### config.mk
export PLATFORM = sky130hd
export DESIGN_NAME = i2c_long_reg_writer
export DESIGN_NICKNAME = d
export VERILOG_FILES = /design/src/rtl/lrw_pkg.sv /design/src/rtl/lrw_txn_tracker.sv /design/src/rtl/lrw_assembler.sv /design/src/rtl/i2c_long_reg_writer.sv
export SDC_FILE = /design/constraint.sdc
export NUM_CORES = 1
export LEC_CHECK = 0
export BUFFER_PORTS_ARGS = -buffer_cell sky130_fd_sc_hd__buf_4
export CAP_MARGIN = 10
export CELL_PAD_IN_SITES_DETAIL_PLACEMENT = 1
export CELL_PAD_IN_SITES_GLOBAL_PLACEMENT = 2
export CORE_UTILIZATION = 33
export CTS_BUF_LIST = sky130_fd_sc_hd__clkbuf_4 sky130_fd_sc_hd__clkbuf_8 sky130_fd_sc_hd__clkbuf_16
export DETAILED_ROUTE_END_ITERATION = 10
export GPL_TIMING_DRIVEN = 0
export PLACE_DENSITY_LB_ADDON = 0.08
export REMOVE_ABC_BUFFERS = 1
export SLEW_MARGIN = 15
export SYNTH_ARGS = -nofsm -noshare
export SYNTH_HDL_FRONTEND = slang
export SYNTH_SLANG_ARGS = --single-unit
### constraint.sdc
create_clock -name clk -period 3.6 [get_ports clk]
set_clock_uncertainty 0.1 [all_clocks]
set_input_delay 0.18 -clock clk [delete_from_list [all_inputs] [get_ports clk]]
set_output_delay 0.18 -clock clk [all_outputs]
set_load 0.05 [all_outputs]
### src/rtl/lrw_pkg.sv
// Package lrw_pkg
// Shared types and the subaddress-to-length lookup for the long-register
// write assembler. Assumes lengths are counted in four-byte words.
package lrw_pkg;

    // Position inside one bus transaction
    typedef enum logic [2:0] {
        PH_IDLE = 3'd0,
        PH_ADDR = 3'd1,
        PH_SUB  = 3'd2,
        PH_DATA = 3'd3,
        PH_SKIP = 3'd4
    } lrw_phase_e;

    // Length of the register at subaddress s, in words: (s mod max) + 1
    function automatic int unsigned lrw_len_words(input logic [7:0] s,
                                                  input int unsigned max_words);
        int unsigned v;
        v = int'(s);
        return (v % max_words) + 1;
    endfunction

endpackage

### src/rtl/lrw_txn_tracker.sv
// Module lrw_txn_tracker
// Follows one I2C transaction at a time from the front-end events. It
// acknowledges bytes meant for this device, captures the subaddress, stages
// up to one chunk of data bytes and counts them (saturating above a chunk).
// It reports subaddress, read and end-of-data strobes to the assembler in
// the same cycle as the event that causes them.
// Assumes at most one event per cycle and the address byte first after start.
module lrw_txn_tracker
    import lrw_pkg::*;
#(
    parameter logic [6:0] DEV_ADDR7   = 7'h1B,
    parameter int         CHUNK_BYTES = 4,
    localparam int        CHUNK_W     = CHUNK_BYTES * 8,
    localparam int        CW          = $clog2(CHUNK_BYTES + 2)
) (
    input  logic               clk,
    input  logic               rst_n,
    input  logic               ev_start,
    input  logic               ev_stop,
    input  logic               ev_byte_valid,
    input  logic               ev_is_addr,
    input  logic [7:0]         ev_byte,
    output logic               ack,
    output logic               sub_strobe,
    output logic [7:0]         sub_value,
    output logic               read_strobe,
    output logic               end_strobe,
    output logic               end_good,
    output logic [7:0]         end_sub,
    output logic [CHUNK_W-1:0] chunk
);

    lrw_phase_e     phase_q;
    logic [7:0]     sub_q;
    logic [CW-1:0]  cnt_q;
    logic [7:0]     byte_q [CHUNK_BYTES];
    logic           ack_q;
    logic           addr_hit;
    logic           data_byte;
    logic           accept;

    // Decode the current event against the transaction phase
    always_comb begin
        addr_hit    = ev_byte_valid && ev_is_addr && (phase_q == PH_ADDR)
                      && (ev_byte[7:1] == DEV_ADDR7);
        read_strobe = addr_hit && ev_byte[0];
        sub_strobe  = ev_byte_valid && !ev_is_addr && (phase_q == PH_SUB);
        sub_value   = ev_byte;
        data_byte   = ev_byte_valid && !ev_is_addr && (phase_q == PH_DATA);
        end_strobe  = (phase_q == PH_DATA) && (ev_stop || ev_start);
        end_good    = ev_stop && (cnt_q == CW'(CHUNK_BYTES));
        end_sub     = sub_q;
        accept      = addr_hit || sub_strobe || data_byte;
    end

    // Advance the transaction phase on start, stop and bytes
    always_ff @(posedge clk) begin
        if (!rst_n) begin
            phase_q <= PH_IDLE;
        end else if (ev_start) begin
            phase_q <= PH_ADDR;
        end else if (ev_stop) begin
            phase_q <= PH_IDLE;
        end else if (ev_byte_valid) begin
            case (phase_q)
                PH_ADDR: phase_q <= (addr_hit && !ev_byte[0]) ? PH_SUB : PH_SKIP;
                PH_SUB:  if (!ev_is_addr) phase_q <= PH_DATA;
                default: ;
            endcase
        end
    end

    // Register the acknowledge for the byte just accepted
    always_ff @(posedge clk) begin
        if (!rst_n) ack_q <= 1'b0;
        else        ack_q <= accept;
    end

    // Hold the subaddress of the current write
    always_ff @(posedge clk) begin
        if (!rst_n)          sub_q <= 8'h00;
        else if (sub_strobe) sub_q <= ev_byte;
    end

    // Count data bytes of the current write, saturating one past a chunk
    always_ff @(posedge clk) begin
        if (!rst_n)
            cnt_q <= '0;
        else if (sub_strobe)
            cnt_q <= '0;
        else if (data_byte && (cnt_q <= CW'(CHUNK_BYTES)))
            cnt_q <= cnt_q + CW'(1);
    end

    // Stage each data byte of the chunk into its lane
    for (genvar b = 0; b < CHUNK_BYTES; b++) begin : g_lane
        always_ff @(posedge clk) begin
            if (!rst_n)
                byte_q[b] <= 8'h00;
            else if (sub_strobe)
                byte_q[b] <= 8'h00;
            else if (data_byte && (cnt_q == CW'(b)))
                byte_q[b] <= ev_byte;
        end
        assign chunk[b*8 +: 8] = byte_q[b];
    end

    assign ack = ack_q;

    // An ack always answers a byte presented one cycle earlier
    a_r2_ack_follows_byte: assert property (@(posedge clk) disable iff (!rst_n)
        ack_q |-> $past(ev_byte_valid));

    // A transaction to a foreign address stays silent
    a_r1_foreign_silent: assert property (@(posedge clk) disable iff (!rst_n)
        (phase_q == PH_SKIP && !ev_start) |=> !ack_q);

    // The staged byte count never runs beyond one past a chunk
    a_r7_count_bounded: assert property (@(posedge clk) disable iff (!rst_n)
        cnt_q <= CW'(CHUNK_BYTES + 1));

endmodule

### src/rtl/lrw_assembler.sv
// Module lrw_assembler
// Holds the open long register: its subaddress, target length, words held
// and the word buffer. Acts on the tracker strobes: opens on a good ordinary
// write, appends on a good append write, commits when full, and flushes on
// protocol errors. The commit port reads the buffer directly.
// Assumes the strobes it receives are mutually exclusive within a cycle.
module lrw_assembler
    import lrw_pkg::*;
#(
    parameter int         MAX_WORDS   = 8,
    parameter int         CHUNK_BYTES = 4,
    parameter logic [7:0] APPEND_SUB  = 8'hFE,
    localparam int        CHUNK_W     = CHUNK_BYTES * 8,
    localparam int        DATA_W      = MAX_WORDS * CHUNK_W,
    localparam int        WCW         = $clog2(MAX_WORDS + 1),
    localparam int        BYTE_W      = $clog2(MAX_WORDS * CHUNK_BYTES + 1)
) (
    input  logic               clk,
    input  logic               rst_n,
    input  logic               sub_strobe,
    input  logic [7:0]         sub_value,
    input  logic               read_strobe,
    input  logic               end_strobe,
    input  logic               end_good,
    input  logic [7:0]         end_sub,
    input  logic [CHUNK_W-1:0] chunk,
    output logic               commit_valid,
    output logic [7:0]         commit_subaddr,
    output logic [DATA_W-1:0]  commit_data,
    output logic [BYTE_W-1:0]  commit_bytes,
    output logic               flush_pulse,
    output logic               append_err
);

    logic               open_q;
    logic [7:0]         open_sub_q;
    logic [WCW-1:0]     held_q;
    logic [WCW-1:0]     target_q;
    logic [CHUNK_W-1:0] word_q [MAX_WORDS];
    logic               commit_q;
    logic               flush_q;
    logic               err_q;

    logic               do_flush;
    logic               do_err;
    logic               do_open;
    logic               do_append;
    logic               do_commit;
    logic               last_word;
    logic [WCW-1:0]     new_len;

    // Decide this cycle's action from the strobes and the open state
    always_comb begin
        new_len   = WCW'(lrw_len_words(end_sub, MAX_WORDS));
        do_flush  = open_q && (read_strobe
                    || (sub_strobe && (sub_value != APPEND_SUB))
                    || (end_strobe && (end_sub == APPEND_SUB) && !end_good));
        do_err    = sub_strobe && (sub_value == APPEND_SUB) && !open_q;
        do_append = open_q && end_strobe && end_good && (end_sub == APPEND_SUB);
        do_open   = end_strobe && end_good && (end_sub != APPEND_SUB);
        last_word = (held_q + WCW'(1)) == target_q;
        do_commit = (do_append && last_word) || (do_open && (new_len == WCW'(1)));
    end

    // Track whether a register is open and which one
    always_ff @(posedge clk) begin
        if (!rst_n) begin
            open_q     <= 1'b0;
            open_sub_q <= 8'h00;
            target_q   <= '0;
        end else if (do_open) begin
            open_q     <= (new_len != WCW'(1));
            open_sub_q <= end_sub;
            target_q   <= new_len;
        end else if (do_append) begin
            open_q     <= !last_word;
        end else if (do_flush) begin
            open_q     <= 1'b0;
        end
    end

    // Count the words held in the buffer
    always_ff @(posedge clk) begin
        if (!rst_n)         held_q <= '0;
        else if (do_open)   held_q <= WCW'(1);
        else if (do_append) held_q <= held_q + WCW'(1);
        else if (do_flush)  held_q <= '0;
    end

    // Write, clear or drop each buffer word
    for (genvar w = 0; w < MAX_WORDS; w++) begin : g_word
        always_ff @(posedge clk) begin
            if (!rst_n)
                word_q[w] <= '0;
            else if (do_open)
                word_q[w] <= (w == 0) ? chunk : '0;
            else if (do_append && (held_q == WCW'(w)))
                word_q[w] <= chunk;
            else if (do_flush)
                word_q[w] <= '0;
        end
        assign commit_data[w*CHUNK_W +: CHUNK_W] = word_q[w];
    end

    // Register the single-cycle result pulses
    always_ff @(posedge clk) begin
        if (!rst_n) begin
            commit_q <= 1'b0;
            flush_q  <= 1'b0;
            err_q    <= 1'b0;
        end else begin
            commit_q <= do_commit;
            flush_q  <= do_flush;
            err_q    <= do_err;
        end
    end

    assign commit_valid   = commit_q;
    assign commit_subaddr = open_sub_q;
    assign commit_bytes   = BYTE_W'(target_q) * BYTE_W'(CHUNK_BYTES);
    assign flush_pulse    = flush_q;
    assign append_err     = err_q;

    // Commit lasts exactly one cycle
    a_r5_commit_one_cycle: assert property (@(posedge clk) disable iff (!rst_n)
        commit_q |=> !commit_q);

    // An open register always lacks at least one word
    a_r4_open_below_target: assert property (@(posedge clk) disable iff (!rst_n)
        open_q |-> (held_q < target_q));

    // A new opening write never lands on an open register
    a_r3_open_when_closed: assert property (@(posedge clk) disable iff (!rst_n)
        (end_strobe && end_good && end_sub != APPEND_SUB) |-> !open_q);

    // A read while open flushes and closes
    a_r8_read_flushes: assert property (@(posedge clk) disable iff (!rst_n)
        (read_strobe && open_q) |=> (flush_q && !open_q));

    // A new ordinary subaddress while open flushes
    a_r6_new_sub_flushes: assert property (@(posedge clk) disable iff (!rst_n)
        (sub_strobe && sub_value != APPEND_SUB && open_q) |=> flush_q);

    // Commit and flush never coincide
    a_r6_commit_flush_apart: assert property (@(posedge clk) disable iff (!rst_n)
        !(commit_q && flush_q));

    // The append error only reports a closed register and changes nothing
    a_r9_err_while_closed: assert property (@(posedge clk) disable iff (!rst_n)
        err_q |-> (!open_q && !commit_q && !flush_q));

endmodule

### src/rtl/i2c_long_reg_writer.sv
// Module i2c_long_reg_writer
// Top of the incremental long-register write assembler. The transaction
// tracker turns front-end events into per-transaction strobes; the
// assembler builds long registers from four-byte chunks and drives the
// commit, flush and error outputs.
// Assumes one front-end event per cycle at most.
module i2c_long_reg_writer
    import lrw_pkg::*;
#(
    parameter logic [6:0] DEV_ADDR7   = 7'h1B,
    parameter logic [7:0] APPEND_SUB  = 8'hFE,
    parameter int         MAX_WORDS   = 8,
    parameter int         CHUNK_BYTES = 4,
    localparam int        CHUNK_W     = CHUNK_BYTES * 8,
    localparam int        DATA_W      = MAX_WORDS * CHUNK_W,
    localparam int        BYTE_W      = $clog2(MAX_WORDS * CHUNK_BYTES + 1)
) (
    input  logic              clk,
    input  logic              rst_n,
    input  logic              ev_start,
    input  logic              ev_stop,
    input  logic              ev_byte_valid,
    input  logic              ev_is_addr,
    input  logic [7:0]        ev_byte,
    output logic              ack,
    output logic              commit_valid,
    output logic [7:0]        commit_subaddr,
    output logic [DATA_W-1:0] commit_data,
    output logic [BYTE_W-1:0] commit_bytes,
    output logic              flush_pulse,
    output logic              append_err
);

    logic               sub_strobe;
    logic [7:0]         sub_value;
    logic               read_strobe;
    logic               end_strobe;
    logic               end_good;
    logic [7:0]         end_sub;
    logic [CHUNK_W-1:0] chunk;

    lrw_txn_tracker #(
        .DEV_ADDR7   (DEV_ADDR7),
        .CHUNK_BYTES (CHUNK_BYTES)
    ) u_tracker (
        .clk           (clk),
        .rst_n         (rst_n),
        .ev_start      (ev_start),
        .ev_stop       (ev_stop),
        .ev_byte_valid (ev_byte_valid),
        .ev_is_addr    (ev_is_addr),
        .ev_byte       (ev_byte),
        .ack           (ack),
        .sub_strobe    (sub_strobe),
        .sub_value     (sub_value),
        .read_strobe   (read_strobe),
        .end_strobe    (end_strobe),
        .end_good      (end_good),
        .end_sub       (end_sub),
        .chunk         (chunk)
    );

    lrw_assembler #(
        .MAX_WORDS   (MAX_WORDS),
        .CHUNK_BYTES (CHUNK_BYTES),
        .APPEND_SUB  (APPEND_SUB)
    ) u_assembler (
        .clk            (clk),
        .rst_n          (rst_n),
        .sub_strobe     (sub_strobe),
        .sub_value      (sub_value),
        .read_strobe    (read_strobe),
        .end_strobe     (end_strobe),
        .end_good       (end_good),
        .end_sub        (end_sub),
        .chunk          (chunk),
        .commit_valid   (commit_valid),
        .commit_subaddr (commit_subaddr),
        .commit_data    (commit_data),
        .commit_bytes   (commit_bytes),
        .flush_pulse    (flush_pulse),
        .append_err     (append_err)
    );

    // Result pulses of different kinds never share a cycle
    a_r5_single_result: assert property (@(posedge clk) disable iff (!rst_n)
        $onehot0({commit_valid, flush_pulse, append_err}));

endmodule

# After elaboration in Yosys (flattened, before gate mapping)
# Memories as Yosys holds them, arrays and structs flattened.
# Cells that the tools add are included.
# totals
ff_bits,35
latch_bits,0
ram_bits,288
rom_bits,0
in_bits,14
output_inout_bits,274
wordCells,267
mem_count,2
# mem_list
memory,words,width,read_ports,rd_ports_with_merged_regs,wr,line_no,rtl
u_assembler.word_q,8,32,8,0,8,lrw_assembler.sv:39,logic [CHUNK_W-1:0] word_q [MAX_WORDS];
u_tracker.byte_q,4,8,4,0,4,lrw_txn_tracker.sv:36,logic [7:0] byte_q [CHUNK_BYTES];
# classes
n_addsub,3
mul,0
div,0
magnitude_cmp,1
eq_ne,24
n_shift,0
muxes,132
bitwise_logic,33
reduce_logical,59
# ops
cell,count
two-way mux 32 bit,24
two-way mux 1 bit,95
two-way mux 8 bit,8
logical AND 1 bit,36
bitwise OR 1 bit,32
"== test 4 x 3 -> 1 bit, second input constant",4
"== test 8 bit, second input constant",2
"!= test 8 bit, second input constant",2
"== test 3 x 2 -> 1 bit, second input constant",4
"== test 4 x 1 -> 1 bit, second input constant",2
"== test 4 x 2 -> 1 bit, second input constant",2
two-way mux 4 bit,2
"== test 7 x 5 -> 1 bit, second input constant",1
"== test 3 x 1 -> 1 bit, second input constant",2
logical OR 1 bit,6
two-way mux 3 bit,2
case mux 3 bit (2 select lines),1
AND reduction 3 bit,2
nonzero test 3 bit,2
logical NOT 1 bit,5
"adder 3 x 1 -> 4 bit, second input constant",1
"adder 4 x 1 -> 4 bit, second input constant",1
== test 4 bit,1
logical NOT 4 bit,1
12 further kinds,14

# Longest topological paths before layout
# Gate-level depths: netlist (run 1).
# depth
word_depth,13
mapped_depth,8
depth_no_buf,6

# Modules after synthesis
# A second synthesis (run 1) with hierarchy kept.
# hier_totals
cells_unflattened,903
hier_area_um2,13091.3
# modules_own_cells
mod,instances,cells_per_inst,area_per_inst_um2,seq_area_each_um2
lrw_assembler,1,721,10933.0,8087.8
lrw_txn_tracker,1,182,2158.3,1261.2

# Worst setup path before layout (run 1)
# Ideal clock, no wire load.
# synth_path
path_kind,register -> register
start,"reg u_tracker.sub_q[0], in the netlist u_tracker.end_sub[0]"
end,"mem u_assembler.word_q[0][100] in the netlist's numbering, enable pin"
setup_time_ps,436
arrival_time_ps,3370
required_time_ps,3064
path_slack_ps,-306
stages_incl_launch_ff,8
path_buffers,1
period_less_slack_ps,3906
cell_sequence,dfxtp_1 > inv_1 > ha_1 > nand4_1 > or4_1 > o211a_1 > clkbuf_1 > o221ai_1
# synth_lines
element,line_no,rtl
"start, declared",lrw_txn_tracker.sv:34,logic [7:0] sub_q;
"start signal, assigned",lrw_txn_tracker.sv:82,else if (sub_strobe) sub_q <= ev_byte;
"end, declared",lrw_assembler.sv:39,

==> qor.csv, run 1 <==
stage;metric;value;unit
outcome;status;completed;
sta;max_fclk;289;MHz
synthesis;synth.yosys.seq_area_share;74.4;%
pwr;power_per_cell_area;497;nW/µm²
pwr;leakage;6.49;nW
synthesis;postSynthRegisterBits;323;
synthesis;synth_cell_types;50;
sta;worst_slew_margin_rel;44.1;%
floorplan;design.die.area;38900;µm²
floorplan;io-pin-count;288;
final_layout;layout_stage_area_growth_over_the_synthesis_result;38.4;%
synthesis;synthesis.area;12600;µm²
sta;unrepaired_setup_endpoints_after_global_routing;false;
critical_path;worstPathArrival;3.58;ns
placement;placed_cells_incl_taps;1675;
sta;final.period_utilization;96.2;%
final_layout;drive_above_1_share;33.6;%
pwr;worst_ir_drop_vdd;0.260;mV
grt;grt_first_pass_wirelength;58.9;mm
floorplan;placement_rows;71;
placement;gp_congestion;0.743;
flow_run;drv.max_cap_violation_count;0;
critical_path;critPathLaunchType;flip-flop;
floorplan;placeableCoreArea;37600;µm²
critical_path;path_max_fanout;23;
clock_tree;clock-root-buffer;clkbuf_16;
grt;globalRoute.totalOverflow;0;
sta;finalMaxSlewViolations;0;
final_layout;num-nets-final;1256;
synthesis;synthesis.yosys.warnings;0;
critical_path;slack_of_the_worst_reg_to_reg_path;0.14;ns
floorplan;start_util;33.5;%
routing;drt_drc_violations_left;0;
sta;tns;0;ns
final_layout;final_design_area_no_fill;17400;µm²
sta;final.min_clock_period;3.46;ns
floorplan;die_w;197;µm
placement;placement.io_buffers;285;
clock_tree;cts_buffers;38;
placement;place.detailed.hpwl;28.8;mm
synthesis;synthArstFlopShare;0;%
clock_tree;clk_pin_slew;0.06;ns
placement;dpl_cell_area;15900;µm²
clock_tree;cts_tree;done;
routing;avgRoutedWirePerCell;22.5;µm
clock_tree;htreeDepth;2;
synthesis;ys_dominant_reg_cell;edfxtp_1;
synthesis;synth-edff-count;288;
sta;hold_viol;0;
routing;vias_per_cell;4.93;
routing;detailroute.via_count;8714;
floorplan;chipHeight;197;µm
sta;setup_violations;0;
final_layout;stdcell_count;1767;
clock_tree;clock_insertion_delay_worst_skew;0.52;ns
critical_path;worstPathRequired;3.72;ns
routing;drt_iter0_markers;449;
routing;drt_first_pass_iters;6;
critical_path;crit_path_end_kind;flip-flop;
final_layout;final_cell_mix;buf_4 (291), edfxtp_1 (288), nor3_1 (207);
clock_tree;ctsLongestPathBuffers;3;
final_layout;final_common_cell;buf_4;
grt;grt_start_max_net_pins;41;
pwr;total_power;8.64;mW
clock_tree;cts_sinks;323;
synthesis;synth_cells;907;
sta;worstMarginPinSlew;0.836;ns
routing;finalWirelength;39.7;mm
worst_hold_path;timing.hold.worst.class;reg2reg;
synthesis;syn_avg_cell_area;13.9;µm²
routing;final_antenna_net_count;0;
grt;grt_util_all_layers;20.5;%
critical_path;critical_path_class;reg2reg;
sta;timing.hold.ws;0.365;ns
grt;antenna_found_initial;0;
grt;number_of_global_route_vias_before_repair;9077;
[report_power, final]
| part | total, mW | switching, mW | leakage [nW] | internal (mW) |
|---|---|---|---|---|
| Combinational | 0.874 | 0.642 | 2.72 | 0.233 |
| Clock | 3.53 | 1.49 | 0.564 | 2.04 |
| Sequential | 4.24 | 0.0454 | 3.21 | 4.19 |
[worst paths after layout]
| kind | startpoint | endpoint | depth (start not counted) |
|---|---|---|---|
| worst max-delay path | u_tracker.end_sub[0] | u_assembler.word_q[1][125] | 7 |
| worst min-delay path | u_assembler.commit_subaddr[5] | u_assembler.commit_subaddr[5] | 2 |
| worst max register to register | u_tracker.end_sub[0] | u_assembler.word_q[1][125] | 7 |
| worst min register to register | u_assembler.commit_subaddr[5] | u_assembler.commit_subaddr[5] | 2 |
[kinds of logic (layout without fill, tap and decap cells)]
kind of cell	after synthesis	after routing	share of synthesized area (%)
compound gates	56	56	2.91
xor+xnor	9	9	0.627
fa+ha+maj	12	12	1.19
buf+inv	113	460	3.52
flops	323	323	74.4
mux	2	2	0.159
other cells	1	3	0.0298
simple gates	391	391	17.2
[routing by layer]
metal | up-vias | global-route usage [%] | wire length, µm
met2 | 242 | 35.0 | 20000
met3 | 73 | 3.76 | 1770
li1 | 3997 | - | -
met1 | 4402 | 25.8 | 16800
met5 | - | 0 | 0
met4 | 0 | 7.46 | 1180
[what timing repair did]
item | in CTS | in global routing
resized for setup | 3 | 0
hold endpoints to repair | 52 | 0
setup endpoints to repair | 265 | 56
hold buffers | 15 | 0
pin swaps | 3 | 3
buffers inserted | 5 | 6
[sequential cells by signal (all words and copies together) (netlist names), 3 cells and up]
signal,count
u_assembler.commit_subaddr,8
u_assembler.held_q,4
u_assembler.target_q,4
u_assembler.word_q,256
u_tracker.byte_q,32
u_tracker.cnt_q,3
u_tracker.end_sub,8
u_tracker.phase_q,3
[through the flow]
step / setup WS (ns) / util, %
after global placement: -4.11 / 40.2
after floorplan: -0.856 / -
after global routing: 0.00256 / 46.3
after detailed placement: -0.585 / 42.4
final: 0.137 / 46.3
after CTS: 0.0319 / 46.0
[area by class of cell]
| type | instances | area, µm² |
|---|---|---|
| Clock buffer | 48 | 1040 |
| Multi-Input combinational cell | 472 | 2980 |
| Inverter | 51 | 198 |
| Fill cell | 3845 | 20200 |
| Clock inverter | 17 | 78.8 |
| Sequential cell | 323 | 9350 |
| Tap cell | 511 | 639 |
| Timing Repair Buffer | 344 | 3120 |
| Antenna cell | 1 | 2.50 |
[synthesized netlist by cell type (all sizes together) (2+ instances only)]
master | count | area share (%)
nor2 | 11 | 0.33
nand4b | 2 | 0.14
a31oi | 3 | 0.15
and2 | 63 | 3.1
buf | 9 | 0.39
clkinv | 3 | 0.090
o211a | 3 | 0.24
dfxtp | 35 | 5.6
nor4 | 4 | 0.37
xnor2 | 8 | 0.56
o21ai | 3 | 0.12
edfxtp | 288 | 69
nand4 | 7 | 0.35
o21a | 2 | 0.12
clkbuf | 53 | 1.6
o32ai | 2 | 0.14
o211ai | 3 | 0.18
nand3 | 16 | 0.64
nand2 | 41 | 1.2
and3 | 5 | 0.25
mux2i | 2 | 0.16
and3b | 2 | 0.14
inv | 48 | 1.4
nor3b | 2 | 0.12
a21oi | 27 | 1.1
ha | 12 | 1.2
a211oi | 2 | 0.12
nor3 | 227 | 9.8
o221ai | 8 | 0.56
or4 | 2 | 0.12
[worst max-delay path, cell delays in order, from the launching register on]
cell	delay [ns]
dfxtp_1	0.37
inv_1	0.14
ha_1	0.21
nand4_1	0.30
or4_1	0.65
o211a_1	0.53
o221ai_4	0.60
buf_16	0.24
Note: power is estimated with default switching activity, not from simulation.
==> run 2, diff against run 1 <==
- CORE_UTILIZATION: 33 -> 34
- PLACE_DENSITY_LB_ADDON: 0.08 -> 0.1
- SYNTH_HIERARCHICAL: default -> 1
==> run 2 against run 1 <==
Net effect:
- critical path depth is 1 higher
- flip-flop and latch count stayed put
- worst hold slack worse by 0.29 ns
- final area is 0.29% lower
- sequential share of layout area is 0.16 points higher
- clock power is 3% higher
- largest cell class unchanged
- largest power group unchanged
- highest routed layer unchanged
==> qor.csv, run 2 <==
stage;metric;value;unit
sta;setup_violations;0;
routing;vias_per_cell;4.76;
final_layout;top_register;u_assembler/word_q;
grt;number_of_global_route_vias_before_repair;8664;
synthesis;synthArstFlopShare;0;%
synthesis;synth_cells;903;
sta;max_fclk;298;MHz
final_layout;antenna_diodes;0;
grt;grt_first_pass_wirelength;58.4;mm
synthesis;ys_dominant_reg_cell;edfxtp_1;
final_layout;stdcell_count;1754;
sta;final.period_utilization;93.1;%
synthesis;syn_avg_cell_area;14.5;µm²
grt;antenna_found_initial;1;
routing;detailroute.via_count;8354;
synthesis;synthTopCellsByCount;edfxtp_1 (288), and2_1 (170), and3_1 (97), nand2_1 (50), dfxtp_1 (35);
outcome;status;completed;
synthesis;postSynthRegisterBits;323;
critical_path;critical_path_class;reg2reg;
worst_hold_path;source_of_the_worst_hold_timing_path;ev_byte_valid;
critical_path;worstPathArrival;3.49;ns
sta;final.min_clock_period;3.35;ns
final_layout;largestRegisters;u_assembler/word_q x256, u_tracker/byte_q x32;
routing;wl_met3;2.26;mm
clock_tree;clk_pin_slew;0.06;ns
placement;placed_cells_incl_taps;1665;
placement;place_worst_setup_slack;-0.361;ns
pwr;power_per_cell_area;516;nW/µm²
worst_hold_path;timing.hold.worst.class;in2reg;
sta;unrepaired_setup_endpoints_after_global_routing;true;
clock_tree;postCtsSetupBuffers;0;
grt;grt_util_all_layers;20.4;%
synthesis;synth_area_leader;edfxtp_1;
clock_tree;htreeDepth;2;
final_layout;largest_register_ffs;256;
clock_tree;ctsLongestPathBuffers;3;
floorplan;placeableCoreArea;37800;µm²
routing;avgRoutedWirePerCell;22.8;µm
grt;grt_start_max_net_pins;36;
floorplan;chipHeight;198;µm
clock_tree;cts_buffers;38;
floorplan;io-pin-count;288;
routing;top_signal_layer_used;met4;
pwr;leakage;6.97;nW
synthesis;netlist.area_leader.share;66.1;%
flow_run;drv.max_cap_violation_count;0;
clock_tree;cts_sinks;323;
clock_tree;cts_tree;done;
critical_path;worstPathRequired;3.73;ns
routing;drt_iter0_markers;438;
routing;drt_drc_violations_left;0;
floorplan;placement_rows;71;
floorplan;start_util;34.7;%
routing;wl_met2;19.3;mm
synthesis;synthesis.yosys.warnings;6;
clock_tree;clock-root-buffer;clkbuf_16;
final_layout;final_common_cell;buf_4;
sta;hold_viol;0;
synthesis;synthesis.area;13100;µm²
final_layout;final_cell_mix;buf_4 (290), edfxtp_1 (288), and2_1 (170);
pwr;total_power;8.95;mW
critical_path;reg2reg_from;u_tracker/phase_q[0];
clock_tree;clock_insertion_delay_worst_skew;0.52;ns
sta;postLayoutSetupSlackWorst;0.248;ns
sta;worst_slew_margin_rel;48.1;%
floorplan;die_w;198;µm
sta;worstMarginPinSlew;0.777;ns
final_layout;drive_above_1_share;33.2;%
synthesis;synth_area_leaders;edfxtp_1 (66%), and2_1 (8.1%), dfxtp_1 (5.4%), and3_1 (4.6%), buf_6 (1.9%);
grt;globalRoute.totalOverflow;0;
routing;drt_first_pass_iters;5;
synthesis;synth_cell_types;63;
critical_path;crit_path_end_kind;flip-flop;
placement;place.detailed.hpwl;27.7;mm
sta;finalMaxSlewViolations;0;
routing;finalWirelength;40.0;mm
pwr;worst_ir_drop_vdd;0.278;mV
placement;placement.io_buffers;285;
placement;gp_congestion;0.748;
critical_path;path_max_fanout;10;
synthesis;yosysMostFrequentCell;edfxtp_1;
synthesis;synth-edff-count;288;
critical_path;crit_path_start;u_tracker/phase_q[0];
routing;final_antenna_net_count;0;
final_layout;layout_stage_area_growth_over_the_synthesis_result;32.6;%
synthesis;synth.yosys.seq_area_share;71.4;%
placement;dpl_cell_area;15900;µm²
floorplan;design.die.area;39300;µm²
critical_path;critPathLaunchType;flip-flop;
routing;met1Wirelength;17.6;mm
final_layout;final_design_area_no_fill;17400;µm²
final_layout;num-nets-final;1242;
-- run 2: changes by cell type in the layout (fill, tap and decap cells not counted), moves of 8 or more --
| cell | delta |
|---|---|
| nor3_1 | -189 |
| inv_1 | -21 |
| a21oi_1 | -11 |
| and2_2 | +8 |
| nand2_1 | +9 |
| and3_1 | +92 |
| and2_1 | +107 |
| buf_12 | -10 |
| nor3_2 | -19 |
| o221ai_4 | -8 |
-- run 2: cells by family after synthesis --
logic type      after synthesis  share of synthesized area, %
mux                           9                         0.688
buf+inv                      84                          4.03
xor+xnor                      5                         0.335
fa+ha+maj                    12                          1.15
compound gates               49                          2.54
other cells                   1                        0.0286
simple gates                420                          19.8
flops                       323                          71.4
-- run 2: final cells by class --
| cell class | count | area, µm² |
|---|---|---|
| inverters | 24 | 90.1 |
| clock inverters | 13 | 85.1 |
| clock buffers | 54 | 1090 |
| repair buffers | 332 | 2780 |
| multi-input cells | 497 | 3310 |
| fillers | 3836 | 20400 |
| flip-flops and latches | 323 | 9350 |
| well taps | 511 | 639 |
-- run 2: final timing paths --
path,slack [ns],cells after the start,to
worst min-delay path,0.07,4,u_tracker/cnt_q[0]
worst max register to register,0.25,8,u_assembler/word_q[1][22]
worst min register to register,0.36,2,u_assembler/commit_subaddr[0]
worst max-delay path,0.25,8,u_assembler/word_q[1][22]
-- run 2: through the flow --
stage          setup TNS, ns  hold slack (ns)  utilization, %
4_1_cts                -2.16           0.0479            45.9
6_report                   0           0.0742            46.0
3_5_place_dp          -26.24            0.326            42.2
3_3_place_gp         -790.63            0.324            40.9
5_1_grt            -0.000363           0.0813            46.0
2_1_floorplan         -70.49            0.198               -
-- run 2: where the power goes --
group | total [mW] | internal [mW] | switching (mW)
Combinational | 0.995 | 0.241 | 0.754
Clock | 3.64 | 2.13 | 1.50
Sequential | 4.32 | 4.23 | 0.0872
-- run 2: routing by layer --
| metal | global-route usage, % | vias up |
|---|---|---|
| li1 | - | 3882 |
| met5 | 0 | - |
| met1 | 27.0 | 4169 |
| met2 | 34.1 | 244 |
| met4 | 5.46 | 0 |
| met3 | 3.70 | 59 |
-- run 2: worst max-delay path, stage by stage (launching register included) --
cell	delay [ns]
dfxtp_1	0.60
nand2_1	0.21
nor3_2	0.35
nor4b_1	0.60
o31ai_4	0.23
o311ai_2	0.27
buf_4	0.31
buf_4	0.21
buf_6	0.16
-- run 2: timing repair --
item	CTS	global route
hold endpoints to repair	38	0
endpoints found under the setup margin	203	203
hold buffers	22	0
cloned	0	0
pin swaps	0	1
gates resized for setup	3	1
==> run 3, diff against run 2 <==
- CORE_ASPECT_RATIO: default -> 0.6
- CORE_UTILIZATION: 34 -> 29
- RECOVER_POWER: default -> 50
==> run 3 against run 2 <==
Net effect:
- the run now ends with max-capacitance violations, max-slew violations left
- non-clock buffer count decreased by 3
- power shrank 2.9%
- count of clock-buffer cells in the layout is 3 lower
- sequential share of layout area rose by 3.6 points
- final area fell by 6.2%
- utilization is 8.9 points lower
- critical endpoint is now u_assembler/word_q[0][26]
- largest power group unchanged
==> qor.csv, run 3 (synthesis results as in run 2) <==
stage;metric;value;unit
outcome;status;finished with violations;
sta;worst_slew_margin_rel;-3.99;%
floorplan;placeableCoreArea;43900;µm²
final_layout;sequential_cell_area;9350;µm²
pwr;leakage;5.86;nW
floorplan;die_w;276;µm
floorplan;start_util;29.8;%
routing;drt_drc_violations_left;0;
critical_path;critPathLaunchType;flip-flop;
final_layout;antenna_diodes;0;
floorplan;chipHeight;167;µm
sta;finalMaxSlewViolations;23;
sta;final.period_utilization;94.9;%
floorplan;io-pin-count;288;
clock_tree;htreeDepth;2;
pwr;worst_ir_drop_vdd;0.328;mV
floorplan;design.die.area;46000;µm²
sta;worstMarginPinSlew;1.55;ns
critical_path;worstPathRequired;3.74;ns
pwr;power_per_cell_area;534;nW/µm²
critical_path;crit_path_end_kind;flip-flop;
clock_tree;cts_tree;done;
final_layout;final.fill_count;4698;
final_layout;largestRegisters;u_assembler/word_q x256, u_tracker/byte_q x32;
critical_path;worstPathCellList;nand4bb_2 -> nor2_4 -> o21a_1 -> o31ai_4 -> nand3_1 -> buf_12;
floorplan;placement_rows;59;
critical_path;critical_path_class;reg2reg;
final_layout;final_cell_mix;edfxtp_1 (288), clkbuf_1 (272), and2_1 (150);
sta;setup_violations;0;
critical_path;path_max_fanout;28;
final_layout;num-nets-final;1236;
routing;final_antenna_net_count;0;
final_layout;final_common_cell;edfxtp_1;
sta;unrepaired_setup_endpoints_after_global_routing;false;
worst_hold_path;timing.hold.worst.class;in2reg;
routing;vias_per_cell;4.67;
routing;drt_first_pass_iters;5;
final_layout;top_register;u_assembler/word_q;
clock_tree;cts_buffers;35;
clock_tree;ctsLongestPathBuffers;3;
clock_tree;cts_sinks;323;
sta;hold_viol;0;
routing;detailroute.via_count;8458;
placement;placement.io_buffers;285;
clock_tree;clock_insertion_delay_worst_skew;0.52;ns
routing;drt_iter0_markers;502;
clock_tree;clock-root-buffer;clkbuf_16;
grt;grt_first_pass_wirelength;63.2;mm
final_layout;post-route-util;37.1;%
grt;number_of_global_route_vias_before_repair;8817;
grt;antenna_found_initial;3;
grt;grt_util_all_layers;18.9;%
grt;globalRoute.totalOverflow;0;
final_layout;multiInputGateArea;3300;µm²
final_layout;layout_stage_area_growth_over_the_synthesis_result;24.4;%
sta;timing.hold.ws;0.0178;ns
critical_path;worstPathArrival;3.56;ns
sta;max_fclk;293;MHz
final_layout;largest_register_ffs;256;
clock_tree;clk_pin_slew;0.06;ns
outcome;failed_checks;max-capacitance violations, max-slew violations;
placement;place.detailed.hpwl;30.7;mm
final_layout;drive_above_1_share;11.3;%
routing;avgRoutedWirePerCell;24.2;µm
flow_run;drv.max_cap_violation_count;1;
critical_path;timing.critical_path.slowest_cell_delay;0.74;ns
routing;finalWirelength;43.9;mm
critical_path;path_delay_family;simple AND/OR/NAND/NOR gates;
placement;gp_congestion;0.744;
critical_path;buf_inv_stages_crit_path;1;
grt;grt_start_max_net_pins;35;
sta;final.min_clock_period;3.42;ns
critical_path;worst_path_max_delay_cell;o31ai_4;
run 3: cell count changes in the layout (fill, tap and decap cells not counted), sizes merged:
cell | previous run | this run
inv | 26 | 25
clkbuf | 54 | 323
clkinv | 9 | 7
buf | 310 | 43
dlygate4sd3 | 22 | 14
clkinvlp | 2 | 1
bufinv | 0 | 1
run 3: cell type report:
| class | instances | area share [%] |
|---|---|---|
| Clock inverter | 10 | 0.477 |
| Sequential cell | 323 | 57.4 |
| Inverter | 24 | 0.553 |
| Timing Repair Buffer | 329 | 10.6 |
| Multi-Input combinational cell | 497 | 20.3 |
| Clock buffer | 51 | 6.26 |
| Tap cell | 579 | 4.45 |
run 3: worst register-to-register path: cells and delay by family, from the launching register on:
family	cells	cell delay, ns
buffers and inverters	1	0.43
AOI/OAI and AO/OA	2	0.95
DFF	1	0.50
and+or+nand+nor	3	1.12
run 3: power breakdown:
group	switching, mW	total (mW)	leakage (nW)	internal, mW
sequential	0.0845	4.32	3.03	4.23
clock	1.47	3.51	0.554	2.04
combinational	0.767	0.871	2.28	0.104
total	2.32	8.70	5.86	6.38
run 3: worst paths after layout:
| kind | from | to | slack (ns) | cells after the start |
|---|---|---|---|---|
| worst min register to register | u_assembler/commit_subaddr[2] | u_assembler/commit_subaddr[2] | 0.36 | 2 |
| worst max register to register | u_tracker/phase_q[2] | u_assembler/word_q[0][26] | 0.18 | 6 |
| worst min-delay path | rst_n | u_assembler/target_q[0] | 0.02 | 3 |
| worst max-delay path | u_tracker/phase_q[2] | u_assembler/word_q[0][26] | 0.18 | 6 |
run 3: per-layer routing:
| metal | global-route usage (%) | vias to the layer above | wire length (µm) |
|---|---|---|---|
| met1 | 27.6 | 4295 | 21800 |
| met5 | 0 | - | 0 |
| met2 | 28.0 | 261 | 18500 |
| met4 | 3.28 | 0 | 499 |
| li1 | - | 3862 | - |
| met3 | 5.25 | 40 | 3130 |
run 3: timing repair:
action,CTS,global route
pin swaps,1,3
hold endpoints to repair,32,0
hold buffers,14,0
buffers inserted,0,1
endpoints found under the setup margin,202,108
gates resized for setup,2,3
run 3: stage by stage:
stage                     instances  TNS (ns)  area (µm²)  power (mW)  setup WS [ns]
after floorplan                 844    -70.49       12700        5.00          -2.20
after CTS                      1812         0       17300        8.96         0.0980
after detailed placement       1737    -57.62       16100        5.40         -0.488
after global placement         1708   -896.22       15500        5.39          -8.10
final                          1813         0       16300        8.70          0.183
after global routing           1813         0       16300        9.00         0.0768
